### src/rtl/pot_pkg.sv
package pot_pkg;
  localparam int CMD_W = 4;

  typedef enum logic [CMD_W-1:0] {
    CMD_NOP   = 4'd0,
    CMD_WRITE = 4'd1,
    CMD_READ  = 4'd2
  } cmd_e;

  localparam int PIN_SCLK   = 0;
  localparam int PIN_SYNC   = 1;
  localparam int PIN_SDI    = 2;
  localparam int PIN_RELOAD = 3;
  localparam int PIN_COUNT  = 4;
  localparam logic [PIN_COUNT-1:0] PIN_IDLE = 4'b0011;
endpackage

### src/rtl/pot_sync_edge.sv
module pot_sync_edge #(
  parameter int W = 4,
  parameter int STAGES = 2,
  parameter logic [W-1:0] IDLE = '0
) (
  input  logic         clk,
  input  logic         rst,
  input  logic [W-1:0] din,
  output logic [W-1:0] level,
  output logic [W-1:0] rise,
  output logic [W-1:0] fall
);
  logic [STAGES-1:0][W-1:0] stage_q;
  logic [W-1:0] prev_q;

  always_ff @(posedge clk) begin
    if (rst) begin
      for (int s = 0; s < STAGES; s++) stage_q[s] <= IDLE;
      prev_q <= IDLE;
    end else begin
      stage_q[0] <= din;
      for (int s = 1; s < STAGES; s++) stage_q[s] <= stage_q[s-1];
      prev_q <= stage_q[STAGES-1];
    end
  end

  assign level = stage_q[STAGES-1];
  assign rise  = level & ~prev_q;
  assign fall  = ~level & prev_q;
endmodule

### src/rtl/pot_frame_shifter.sv
module pot_frame_shifter
  import pot_pkg::*;
#(
  parameter int FRAME_BITS = 16,
  parameter int WIPER_W = 10
) (
  input  logic               clk,
  input  logic               rst,
  input  logic               sclk_rise,
  input  logic               sclk_fall,
  input  logic               sync_rise,
  input  logic               sync_fall,
  input  logic               sdi,
  input  logic [WIPER_W-1:0] rb_data,
  output logic               commit,
  output logic [CMD_W-1:0]   cmd,
  output logic [WIPER_W-1:0] data,
  output logic               sdo
);
  localparam int CNT_W = $clog2(FRAME_BITS + 2);
  localparam logic [CNT_W-1:0] FULL = CNT_W'(FRAME_BITS);
  localparam logic [CNT_W-1:0] OVER = CNT_W'(FRAME_BITS + 1);

  logic [FRAME_BITS-1:0] shreg_q;
  logic [CNT_W-1:0]      cnt_q;
  logic                  open_q, commit_q, sdo_q;
  logic [CMD_W-1:0]      cmd_q;
  logic [WIPER_W-1:0]    data_q;
  logic [CMD_W-1:0]      sh_cmd;

  assign sh_cmd = shreg_q[WIPER_W +: CMD_W];

  always_ff @(posedge clk) begin
    if (rst) begin
      shreg_q  <= '0;
      cnt_q    <= '0;
      open_q   <= 1'b0;
      commit_q <= 1'b0;
      sdo_q    <= 1'b0;
      cmd_q    <= '0;
      data_q   <= '0;
    end else begin
      commit_q <= 1'b0;
      if (sync_fall) begin
        open_q <= 1'b1;
        cnt_q  <= '0;
        sdo_q  <= shreg_q[FRAME_BITS-1];
      end else if (sync_rise) begin
        open_q <= 1'b0;
        if (open_q && cnt_q == FULL) begin
          commit_q <= 1'b1;
          cmd_q    <= sh_cmd;
          data_q   <= shreg_q[WIPER_W-1:0];
          if (sh_cmd == CMD_READ) shreg_q <= FRAME_BITS'(rb_data);
        end
      end else if (open_q && sclk_fall) begin
        shreg_q <= {shreg_q[FRAME_BITS-2:0], sdi};
        if (cnt_q != OVER) cnt_q <= cnt_q + 1'b1;
      end else if (open_q && sclk_rise) begin
        sdo_q <= shreg_q[FRAME_BITS-1];
      end
    end
  end

  assign commit = commit_q;
  assign cmd    = cmd_q;
  assign data   = data_q;
  assign sdo    = sdo_q;

  AST_COMMIT_PULSE: assert property (@(posedge clk) disable iff (rst)
    commit_q |=> !commit_q);
  AST_CNT_SATURATES: assert property (@(posedge clk) disable iff (rst)
    cnt_q <= OVER);
  AST_SDO_IDLE_HOLD: assert property (@(posedge clk) disable iff (rst)
    (!open_q && !sync_fall) |=> $stable(sdo_q));
  AST_COMMIT_CLOSES: assert property (@(posedge clk) disable iff (rst)
    commit_q |-> !open_q);
endmodule

### src/rtl/pot_wiper_ctrl.sv
module pot_wiper_ctrl
  import pot_pkg::*;
#(
  parameter int WIPER_W = 10,
  parameter int BUSY_CYCLES = 2
) (
  input  logic               clk,
  input  logic               rst,
  input  logic               commit,
  input  logic [CMD_W-1:0]   cmd,
  input  logic [WIPER_W-1:0] data,
  input  logic               reload_rise,
  input  logic               nv_valid,
  input  logic [WIPER_W-1:0] nv_word,
  output logic [WIPER_W-1:0] wiper,
  output logic               ready
);
  localparam logic [WIPER_W-1:0] MID = WIPER_W'(1) << (WIPER_W - 1);
  localparam int BW = $clog2(BUSY_CYCLES + 1);

  logic [WIPER_W-1:0] wiper_q;
  logic [BW-1:0]      busy_q;
  logic               ready_q;
  logic               is_wr, is_rd;

  assign is_wr = (cmd == CMD_WRITE);
  assign is_rd = (cmd == CMD_READ);

  always_ff @(posedge clk) begin
    if (rst) begin
      wiper_q <= MID;
      busy_q  <= '0;
      ready_q <= 1'b1;
    end else begin
      if (reload_rise) wiper_q <= nv_valid ? nv_word : MID;
      else if (commit && is_wr) wiper_q <= data;

      if (commit && (is_wr || is_rd)) begin
        busy_q  <= BW'(BUSY_CYCLES);
        ready_q <= 1'b0;
      end else if (busy_q != '0) begin
        busy_q  <= busy_q - 1'b1;
        ready_q <= (busy_q == BW'(1));
      end
    end
  end

  assign wiper = wiper_q;
  assign ready = ready_q;

  AST_READY_DROPS: assert property (@(posedge clk) disable iff (rst)
    (commit && (is_wr || is_rd)) |=> !ready_q);
  AST_READY_RECOVERS: assert property (@(posedge clk) disable iff (rst)
    (busy_q == BW'(1) && !commit) |=> ready_q);
  AST_WIPER_HOLD: assert property (@(posedge clk) disable iff (rst)
    (!reload_rise && !(commit && is_wr)) |=> $stable(wiper_q));
  AST_RELOAD_VALUE: assert property (@(posedge clk) disable iff (rst)
    reload_rise |=> wiper_q == ($past(nv_valid) ? $past(nv_word) : MID));
endmodule

### src/rtl/pot_serial_if.sv
module pot_serial_if
  import pot_pkg::*;
#(
  parameter int WIPER_W = 10,
  parameter int FRAME_BITS = 16,
  parameter int SYNC_STAGES = 2,
  parameter int BUSY_CYCLES = 2
) (
  input  logic               clk,
  input  logic               rst,
  input  logic               sclk,
  input  logic               sync_n,
  input  logic               sdi,
  input  logic               reload,
  input  logic               nv_valid,
  input  logic [WIPER_W-1:0] nv_word,
  output logic [WIPER_W-1:0] wiper,
  output logic               ready,
  output logic               sdo
);
  logic [PIN_COUNT-1:0] pins, lvl, rise, fall;
  logic                 commit;
  logic [CMD_W-1:0]     cmd;
  logic [WIPER_W-1:0]   data;
  logic                 unused_edges;

  assign pins = {reload, sdi, sync_n, sclk};
  assign unused_edges = ^{rise[PIN_SDI], fall[PIN_SDI], fall[PIN_RELOAD],
                          lvl[PIN_SCLK], lvl[PIN_SYNC], lvl[PIN_RELOAD]};

  pot_sync_edge #(.W(PIN_COUNT), .STAGES(SYNC_STAGES), .IDLE(PIN_IDLE)) u_sync (
    .clk(clk), .rst(rst), .din(pins), .level(lvl), .rise(rise), .fall(fall)
  );

  pot_frame_shifter #(.FRAME_BITS(FRAME_BITS), .WIPER_W(WIPER_W)) u_shift (
    .clk(clk), .rst(rst),
    .sclk_rise(rise[PIN_SCLK]), .sclk_fall(fall[PIN_SCLK]),
    .sync_rise(rise[PIN_SYNC]), .sync_fall(fall[PIN_SYNC]),
    .sdi(lvl[PIN_SDI]), .rb_data(wiper),
    .commit(commit), .cmd(cmd), .data(data), .sdo(sdo)
  );

  pot_wiper_ctrl #(.WIPER_W(WIPER_W), .BUSY_CYCLES(BUSY_CYCLES)) u_wiper (
    .clk(clk), .rst(rst), .commit(commit), .cmd(cmd), .data(data),
    .reload_rise(rise[PIN_RELOAD]), .nv_valid(nv_valid), .nv_word(nv_word),
    .wiper(wiper), .ready(ready)
  );
endmodule

### config.mk
export PLATFORM = sky130hd
export DESIGN_NAME = pot_serial_if
export DESIGN_NICKNAME = d
export VERILOG_FILES = /design/src/rtl/pot_pkg.sv /design/src/rtl/pot_sync_edge.sv /design/src/rtl/pot_frame_shifter.sv /design/src/rtl/pot_wiper_ctrl.sv /design/src/rtl/pot_serial_if.sv
export SDC_FILE = /design/constraint.sdc
export NUM_CORES = 1
export LEC_CHECK = 0
export BUFFER_PORTS_ARGS = -buffer_cell sky130_fd_sc_hd__buf_2
export CAP_MARGIN = 20
export CORE_MARGIN = 2
export CORE_UTILIZATION = 35
export DETAILED_ROUTE_END_ITERATION = 10
export SYNTH_ARGS = -nofsm -noshare
export SYNTH_HDL_FRONTEND = slang
export SYNTH_SLANG_ARGS = --single-unit
### constraint.sdc
create_clock -name clk -period 2.2 [get_ports clk]
set_clock_uncertainty 0.1 [all_clocks]
set_input_delay 0.33 -clock clk [delete_from_list [all_inputs] [get_ports clk]]
set_output_delay 0.33 -clock clk [all_outputs]
set_load 0.01 [all_outputs]
== Word-level counts from Yosys, hierarchy flattened ==
Index checks and enable logic that the tools add are counted.
Storage, ports and cells
  ROM bits: 0
  logic and storage cells: 69
  register bits: 63
  memory bits (writable): 0
  memories kept: 0
  latch bits: 0
  output and inout bits: 12
Cells by class
  multiply operators: 0
  reductions and logical operators: 19
  mux-type cells: 18
  equality and inequality tests: 10
  order comparisons: 0
  $add $sub $neg: 2
  div/mod/pow operators: 0
  bitwise operators: 6
  shifts and indexed selects: 0
Operators by type and width (number)
  16-bit two-way mux: 4
  10-bit two-way mux: 3
  2-bit nonzero test: 6
  1-bit two-way mux: 9
  3-bit AND reduction: 3
  4-bit by 2-bit == test with 1-bit output (second input constant): 2
  2-bit by 1-bit inequality test with 1-bit output (second input constant): 3
  5-bit by 1-bit adder with 5-bit output (second input constant): 1
  5-bit == test (second input constant): 1
  1-bit logical AND: 5
  5-bit inequality test (second input constant): 1
  4-bit AND: 1
  4-bit by 1-bit == test with 1-bit output (second input constant): 1
  2-bit two-way mux: 2
  4-bit inverter: 1
  4-bit AND reduction: 1
  2-bit OR reduction: 2
  3-bit OR reduction: 1
  2-bit AND: 1
  2-bit by 1-bit == test with 1-bit output (second input constant): 1
  2-bit inequality test (second input constant): 1
  1-bit inverter: 2
  2-bit inverter: 1
  2-bit by 1-bit subtractor with 2-bit output (second input constant): 1
  1-bit logical OR: 1

== Depth between registers and ports, before layout ==
Gate-level depths: netlist of the first run.
  depth in word-level cells: 7
  mapped depth: 8
  depth with buffers taken out: 6

== By module ==
From an unflattened synthesis of the first run, not the netlist that was laid out.
Second synthesis, totals
  cells, all modules: 271
  area, all modules: 2792.7 µm²
Modules (own cells, without submodules)
  pot_frame_shifter: times used 1, area an instance 1657.8 µm², seq. area each 760.7 µm², cells an instance 161
  pot_wiper_ctrl: times used 1, area an instance 725.7 µm², seq. area each 260.2 µm², cells an instance 73
  pot_sync_edge: times used 1, area an instance 409.1 µm², seq. area each 240.2 µm², cells an instance 37

== Worst setup path before layout of the first run ==
No wires, ideal clock.
  path kind: register to register
  from: register u_shift.shreg_q[10]
  to: register u_shift.shreg_q[1]
  data required time: 1.955 ns
  cell stages (with the launch flop): 6
  path buffers: 1
  slack: 0.521 ns
  arrival: 1.434 ns
  cells stage by stage: dfxtp_1 > or4b_4 > o31ai_4 > and2_1 > buf_6 > a211oi_2
On the way
  cells in the longest elaborated chain, start to end: 3
RTL lines
  start: declaration: line pot_frame_shifter.sv:24  | logic [FRAME_BITS-1:0] shreg_q;
  start signal: assignment: line pot_frame_shifter.sv:54  | if (sh_cmd == CMD_READ) shreg_q <= FRAME_BITS'(rb_data);
  start signal: assignment: line pot_frame_shifter.sv:57  | shreg_q <= {shreg_q[FRAME_BITS-2:0], sdi};
  4-bit by 2-bit == test with 1-bit output: line pot_frame_shifter.sv:54
  2-bit by 1-bit inequality test with 1-bit output (no source line)
  4-bit AND reduction (no source line)
Every way passes these cells.
A chain may end at the register's enable or synchronous reset.

== Final worst setup path of the first run ==
  from: register u_sync.prev_q[1]
  to: register u_shift.shreg_q[7]
On the way
  cells in the longest elaborated chain, start to end: 4
  elaborated cells between the ends (all ways): 9
RTL lines
  start: declaration: line pot_sync_edge.sv:14  | logic [W-1:0] prev_q;
  start signal: assignment: line pot_sync_edge.sv:23  | prev_q <= stage_q[STAGES-1];
  4-bit inverter: line pot_sync_edge.sv:28  | assign rise = level & ~prev_q;
  4-bit AND: line pot_sync_edge.sv:28
  2-bit by 1-bit inequality test with 1-bit output (no source line) / 2-bit nonzero test (equally long branches)
  4-bit AND reduction (no source line)
Parallel ways exist; a longest one is shown, timed or not.

==> metrics, run 1 <==
Post-synth EDFFs=0; CTS max path bufs=2; CP arrival=1.94 ns; Tcrit/Tclk final=83.2%; initial DRC count=57; Num CTS Buffers=9; f_max=546 MHz; Slowest-stage cell, CP=nand4bb_1; cell with the most instances after synthesis=dfxtp_1; Post-DP HPWL=3390 µm; share of cells above drive strength 1=23.2%; synth top area cells=dfxtp_1 (49%), mux2i_1 (9.0%), a21oi_1 (7.5%); clock root buffer=clkbuf_8; Starting Density=35.7%; synthesized area=2550 µm²; status=complete, no violations; initial antenna violation count=0; WP buf/inv=2; total grt overflow=0; Syn Area/Cell=9.88 µm²; Post-DRT Antenna Nets=0; ant diodes=0; Hold Buf Count CTS=0; clk sink count=62; htree depth=3; synth warn=0; final layout net count=311; dpl ws=0.377 ns; Setup crit end kind=flip-flop; CP Data Required Time=2.31 ns; Vias/cell=4.71; post-CTS setup buffer count=0; P_leak=1.15 nW; Slew Viols, Final=0; FF-to-FF setup slack=0.37 ns; Cell variety after synth=37; Slew @ Worst Pin=0.721 ns; total number of vias=1845; register bit total from synthesis=62; crit-path leading delay family=simple AND/OR/NAND/NOR gates; post-synth top area share=48.7%; register area share after synthesis=48.7%; kind of path behind the tightest hold check=primary input to flip-flop; Hold Vio Cnt, Final=0; Placer Congestion=0.778; Reg-to-Reg End=u_shift.shreg_q[7]; unrepaired setup endpoints after global routing=false; VDD IR max=0.000406 V; routed wire length=4960 µm; leading area contributor after synthesis=dfxtp_1; hold worst-path end=u_sync.stage_q[1]; crit path kind=flip-flop to flip-flop; final setup vio count=0; clock tree from TritonCTS=done; num rows=31; critical path peak fanout=10; Largest stage delay, worst path=0.39 ns; worst path cell trace=inv_1 > ha_1 > nand4bb_1 > o31ai_4 > and2_1 > buf_4 > a211oi_2; I/O pins=29; min cycle time layout=1.83 ns; wire per inst=12.7 µm; worst hold start=sync_n; pwr dens=742 nW/µm²; post-CTS resize count=0; cell count after synthesis=258; Slew HR=51.9%; most common library cells after synthesis=dfxtp_1 (62), a21oi_1 (38), nand2_1 (30); Critical R2R Launch=u_sync.prev_q[1]; Syn-to-layout area delta=16.2%; Register-to-Register Path Depth=7; Startpoint Class=flip-flop; port buffer count=28; Final WS setup=0.369 ns; first-pass GRT wire length=8490 µm; Max Cap Violations=0; core area=7140 µm²; Die ar.=7980 µm²; Synth Flop Type=dfxtp_1; die height=89.3 µm; largest net degree at the start of global routing=30; Die Width=89.3 µm; clock latency on the worst-skew pair=0.33 ns; hold depth=2; GRT Util Overall=14.0%; TNS Setup=0 ns; vias in the first global route=1767; DRC violations left=0; Worst-path clk slew=0.06 ns; first drt pass iteration count=4; asr flop ratio synth=0%; Mapped Nets=281
registers in the layout, indices dropped and copies added (netlist names):
register / flops
u_shift.cmd: 4
u_shift.commit: 1
u_sync.prev_q: 3
u_sync.level: 4
u_shift.cnt_q: 5
u_wiper.wiper: 10
u_shift.sdo: 1
u_shift.open_q: 1
u_sync.stage_q: 4
u_wiper.ready: 1
u_shift.shreg_q: 16
u_shift.data: 10
u_wiper.busy_q: 2
power by group:
part | leakage [nW] | switching, mW | total [mW] | internal, mW
Clock | 0.0904 | 0.430 | 0.951 | 0.521
Combinational | 0.553 | 0.0560 | 0.0967 | 0.0407
Sequential | 0.503 | 0.0113 | 1.15 | 1.14
Total | 1.15 | 0.497 | 2.20 | 1.70
worst reg2reg max path, delay by kind of cell, from the launching register on:
| family | cells | cell delay [ns] |
|---|---|---|
| adder cells (fa/ha/maj) | 1 | 0.21 |
| AND/OR/NAND/NOR | 2 | 0.54 |
| flip-flops | 1 | 0.34 |
| buffers and inverters | 2 | 0.26 |
| AO/OA/AOI/OAI | 2 | 0.25 |
worst max path at each step:
stage                        start            endpoint  slack (ns)  depth (start not counted)
2_1_floorplan  u_shift.shreg_q[10]  u_shift.shreg_q[1]        0.52                          5
3_3_place_gp      u_sync.prev_q[1]    u_shift.cnt_q[1]        0.42                          6
3_5_place_dp      u_sync.prev_q[1]    u_shift.cnt_q[1]        0.38                          6
4_1_cts           u_sync.prev_q[1]    u_shift.cnt_q[1]        0.37                          6
5_1_grt           u_sync.prev_q[1]  u_shift.shreg_q[6]        0.23                          7
6_report          u_sync.prev_q[1]  u_shift.shreg_q[7]        0.37                          7
per-stage QoR:
step                      power (mW)  cell area [µm²]  hold WS [ns]  utilization [%]  std cells
final                           2.20             2960        0.0761             41.5        392
after global routing            2.28             2960        0.0713             41.5        392
after CTS                       2.22             2960        0.0695             41.5        392
after detailed placement        1.28             2780         0.300             39.0        376
after global placement          1.27             2780         0.292             39.0        376
after floorplan                 1.24             2550         0.289                -        258
logic make-up after synthesis:
group | Yosys count | synth area share [%]
buffers and inverters | 24 | 4.66
AND/OR/NAND/NOR | 71 | 14.3
adder cells (fa/ha/maj) | 6 | 2.95
XOR/XNOR | 5 | 1.72
flip-flops | 62 | 48.7
multiplexers | 23 | 9.03
AO/OA/AOI/OAI | 67 | 18.6
metal layers:
metal  share of wire, %  vias up  track usage (%)
met5                  0        -                0
met1                 52      843             19.5
met3                2.8        8             3.32
met2                 43       24             20.1
li1                   -      970                -
met4                2.3        0             6.92
cells in the final DEF, fill, tap and decap left out, drive strengths merged:
cell,instances
nand4,2
nand4b,1
a31oi,1
xor2,3
nor3b,1
or4b,1
dfxtp,62
a21oi,38
nand4bb,1
nand3b,1
clkbuf,12
clkinv,2
a22o,5
or2,6
nor3,1
nor4bb,1
and3,1
nand2b,1
or3b,1
o21ai,1
nor2b,5
mux2i,23
clkinvlp,1
ha,6
inv,7
and2,1
xnor2,2
nand3,3
nand2,30
nor2,12
nor4b,2
a211oi,20
bufinv,1
o31ai,2
buf,36
layout make-up:
cell class	instances	area, µm²
multi-input combinational	172	1190
tap	99	124
clock buffer	12	135
sequential	62	1240
fill	756	4170
clock inverter	4	47.5
timing repair buffer	36	200
inverter	7	26.3
Power figures use the tool's default switching activity.
==> inputs of run 2 (changes only) <==
clock period = 1.85 ns   (was 2.2 ns; I/O delays follow)
==> run 2 against run 1 <==
Against the previous run:
- hold slack got worse by 0.019 ns
- combinational power up 28%
- first-iteration DRC count rose by 30%
- sequential share of layout area is 2.3 points lower
- clock-buffer cell count up 2
- non-clock buffer count increased by 10
- utilization rose by 2.4 points
- highest routed layer unchanged
- die area is the same
- cell count grew 2.6%
- sequential power rose by 19%
- critical endpoint is now u_shift.shreg_q[4]
- global-route usage fell by 0.36 points
==> metrics, run 2 (synthesis gave the netlist of run 1 again) <==
status=complete, no violations; fillcell total=740; commonest non-fill, non-tap cell in the layout=dfxtp_1; core area=7140 µm²; CP arrival=1.89 ns; Hold Vio Cnt, Final=0; kind of path behind the tightest hold check=primary input to flip-flop; port buffer count=28; Largest Register=u_shift.shreg_q; final setup vio count=0; Tcrit/Tclk final=93.2%; first drt pass iteration count=4; VDD IR max=0.000553 V; Post-DRT Antenna Nets=0; Critical R2R Launch=u_shift.shreg_q[11]; Post-DP HPWL=3370 µm; unrepaired setup endpoints after global routing=false; max FFs per register=16; GRT Util Overall=13.6%; utilization after layout=43.9%; clock tree from TritonCTS=done; Critical Path Source=u_shift.shreg_q[11]; wire per inst=12.4 µm; htree depth=3; Startpoint Class=flip-flop; Die Width=89.3 µm; total number of vias=1916; FF-to-FF setup slack=0.13 ns; first-pass GRT wire length=8160 µm; Die ar.=7980 µm²; CTS max path bufs=2; num rows=31; most frequent cells in the layout=dfxtp_1 (62), a21oi_1 (38), nand2_1 (30); TNS Setup=0 ns; Vias/cell=4.77; Setup crit end kind=flip-flop; clock latency on the worst-skew pair=0.34 ns; clock root buffer=clkbuf_8; largest net degree at the start of global routing=22; min cycle time layout=1.72 ns; Slew Viols, Final=0; Starting Density=35.7%; DRC violations left=0; worst hold start=reload; pwr dens=940 nW/µm²; I/O pins=29; Slew @ Worst Pin=0.379 ns; crit path kind=flip-flop to flip-flop; ant diodes=0; P_leak=1.24 nW; initial antenna violation count=0; Max Cap Violations=0; critical path peak fanout=10; routed wire length=4980 µm; f_max=580 MHz; total grt overflow=0; Num CTS Buffers=9; Placer Congestion=0.800; final layout net count=321; share of cells above drive strength 1=26.4%; CP Data Required Time=2.01 ns; initial DRC count=74; vias in the first global route=1783; clk sink count=62; Slew HR=74.7%; die height=89.3 µm; Syn-to-layout area delta=22.9%; Worst-path clk slew=0.07 ns
## run 2: changes by cell type in the layout (fill, tap and decap cells not counted), sizes merged
cell         before  now
clkinv            2    0
clkbuf           12   14
dlygate4sd3       0    2
bufinv            1    2
clkinvlp          1    0
buf              36   44
## run 2: repair_timing
item / CTS / global route
resized for setup: 0 / 3
setup endpoints to repair: 0 / 17
setup buffers: 0 / 0
hold buffers: 2 / 0
endpoints found under the hold margin: 2 / 0
## run 2: worst paths after layout
path         cells after the start                  to
min reg2reg                      1     u_sync.level[1]
max reg2reg                      5  u_shift.shreg_q[4]
min                              2   u_sync.stage_q[3]
max                              5  u_shift.shreg_q[4]
## run 2: critical path: stages (launching register included)
cell and delay (ns):
dfxtp_1 0.38, or4b_4 0.49, o31ai_4 0.23, buf_6 0.18
a21oi_1 0.08, a211oi_2 0.19
## run 2: area by class of cell
class | instances | area, µm² | share of cell area, %
tap | 99 | 124 | 3.95
timing repair buffer | 46 | 284 | 9.07
sequential | 62 | 1240 | 39.6
clock buffer | 14 | 193 | 6.15
multi-input combinational | 172 | 1200 | 38.5
inverter | 7 | 26.3 | 0.839
clock inverter | 2 | 60.1 | 1.92
## run 2: per-stage QoR
stage	power, mW	std cells	setup WS [ns]	cell area, µm²	hold slack (ns)
final	2.95	402	0.126	3130	0.0567
after floorplan	1.47	258	0.171	2550	0.281
after global routing	3.04	402	0.0200	3130	0.0609
after global placement	1.52	384	0.0840	2840	0.291
after detailed placement	1.52	384	0.0605	2840	0.293
after CTS	2.98	402	0.0407	3110	0.0360
## run 2: where the power goes
group          internal, mW  switching (mW)  leakage, nW
Clock                 0.943           0.510        0.129
Sequential             1.36          0.0137        0.503
Combinational        0.0562          0.0677        0.604
## run 2: routing by layer
metal  wire length, µm  track usage, %
met3               217            4.99
met2              2220            20.4
met4                95            6.92
met5                 0               0
met1              2460            17.2
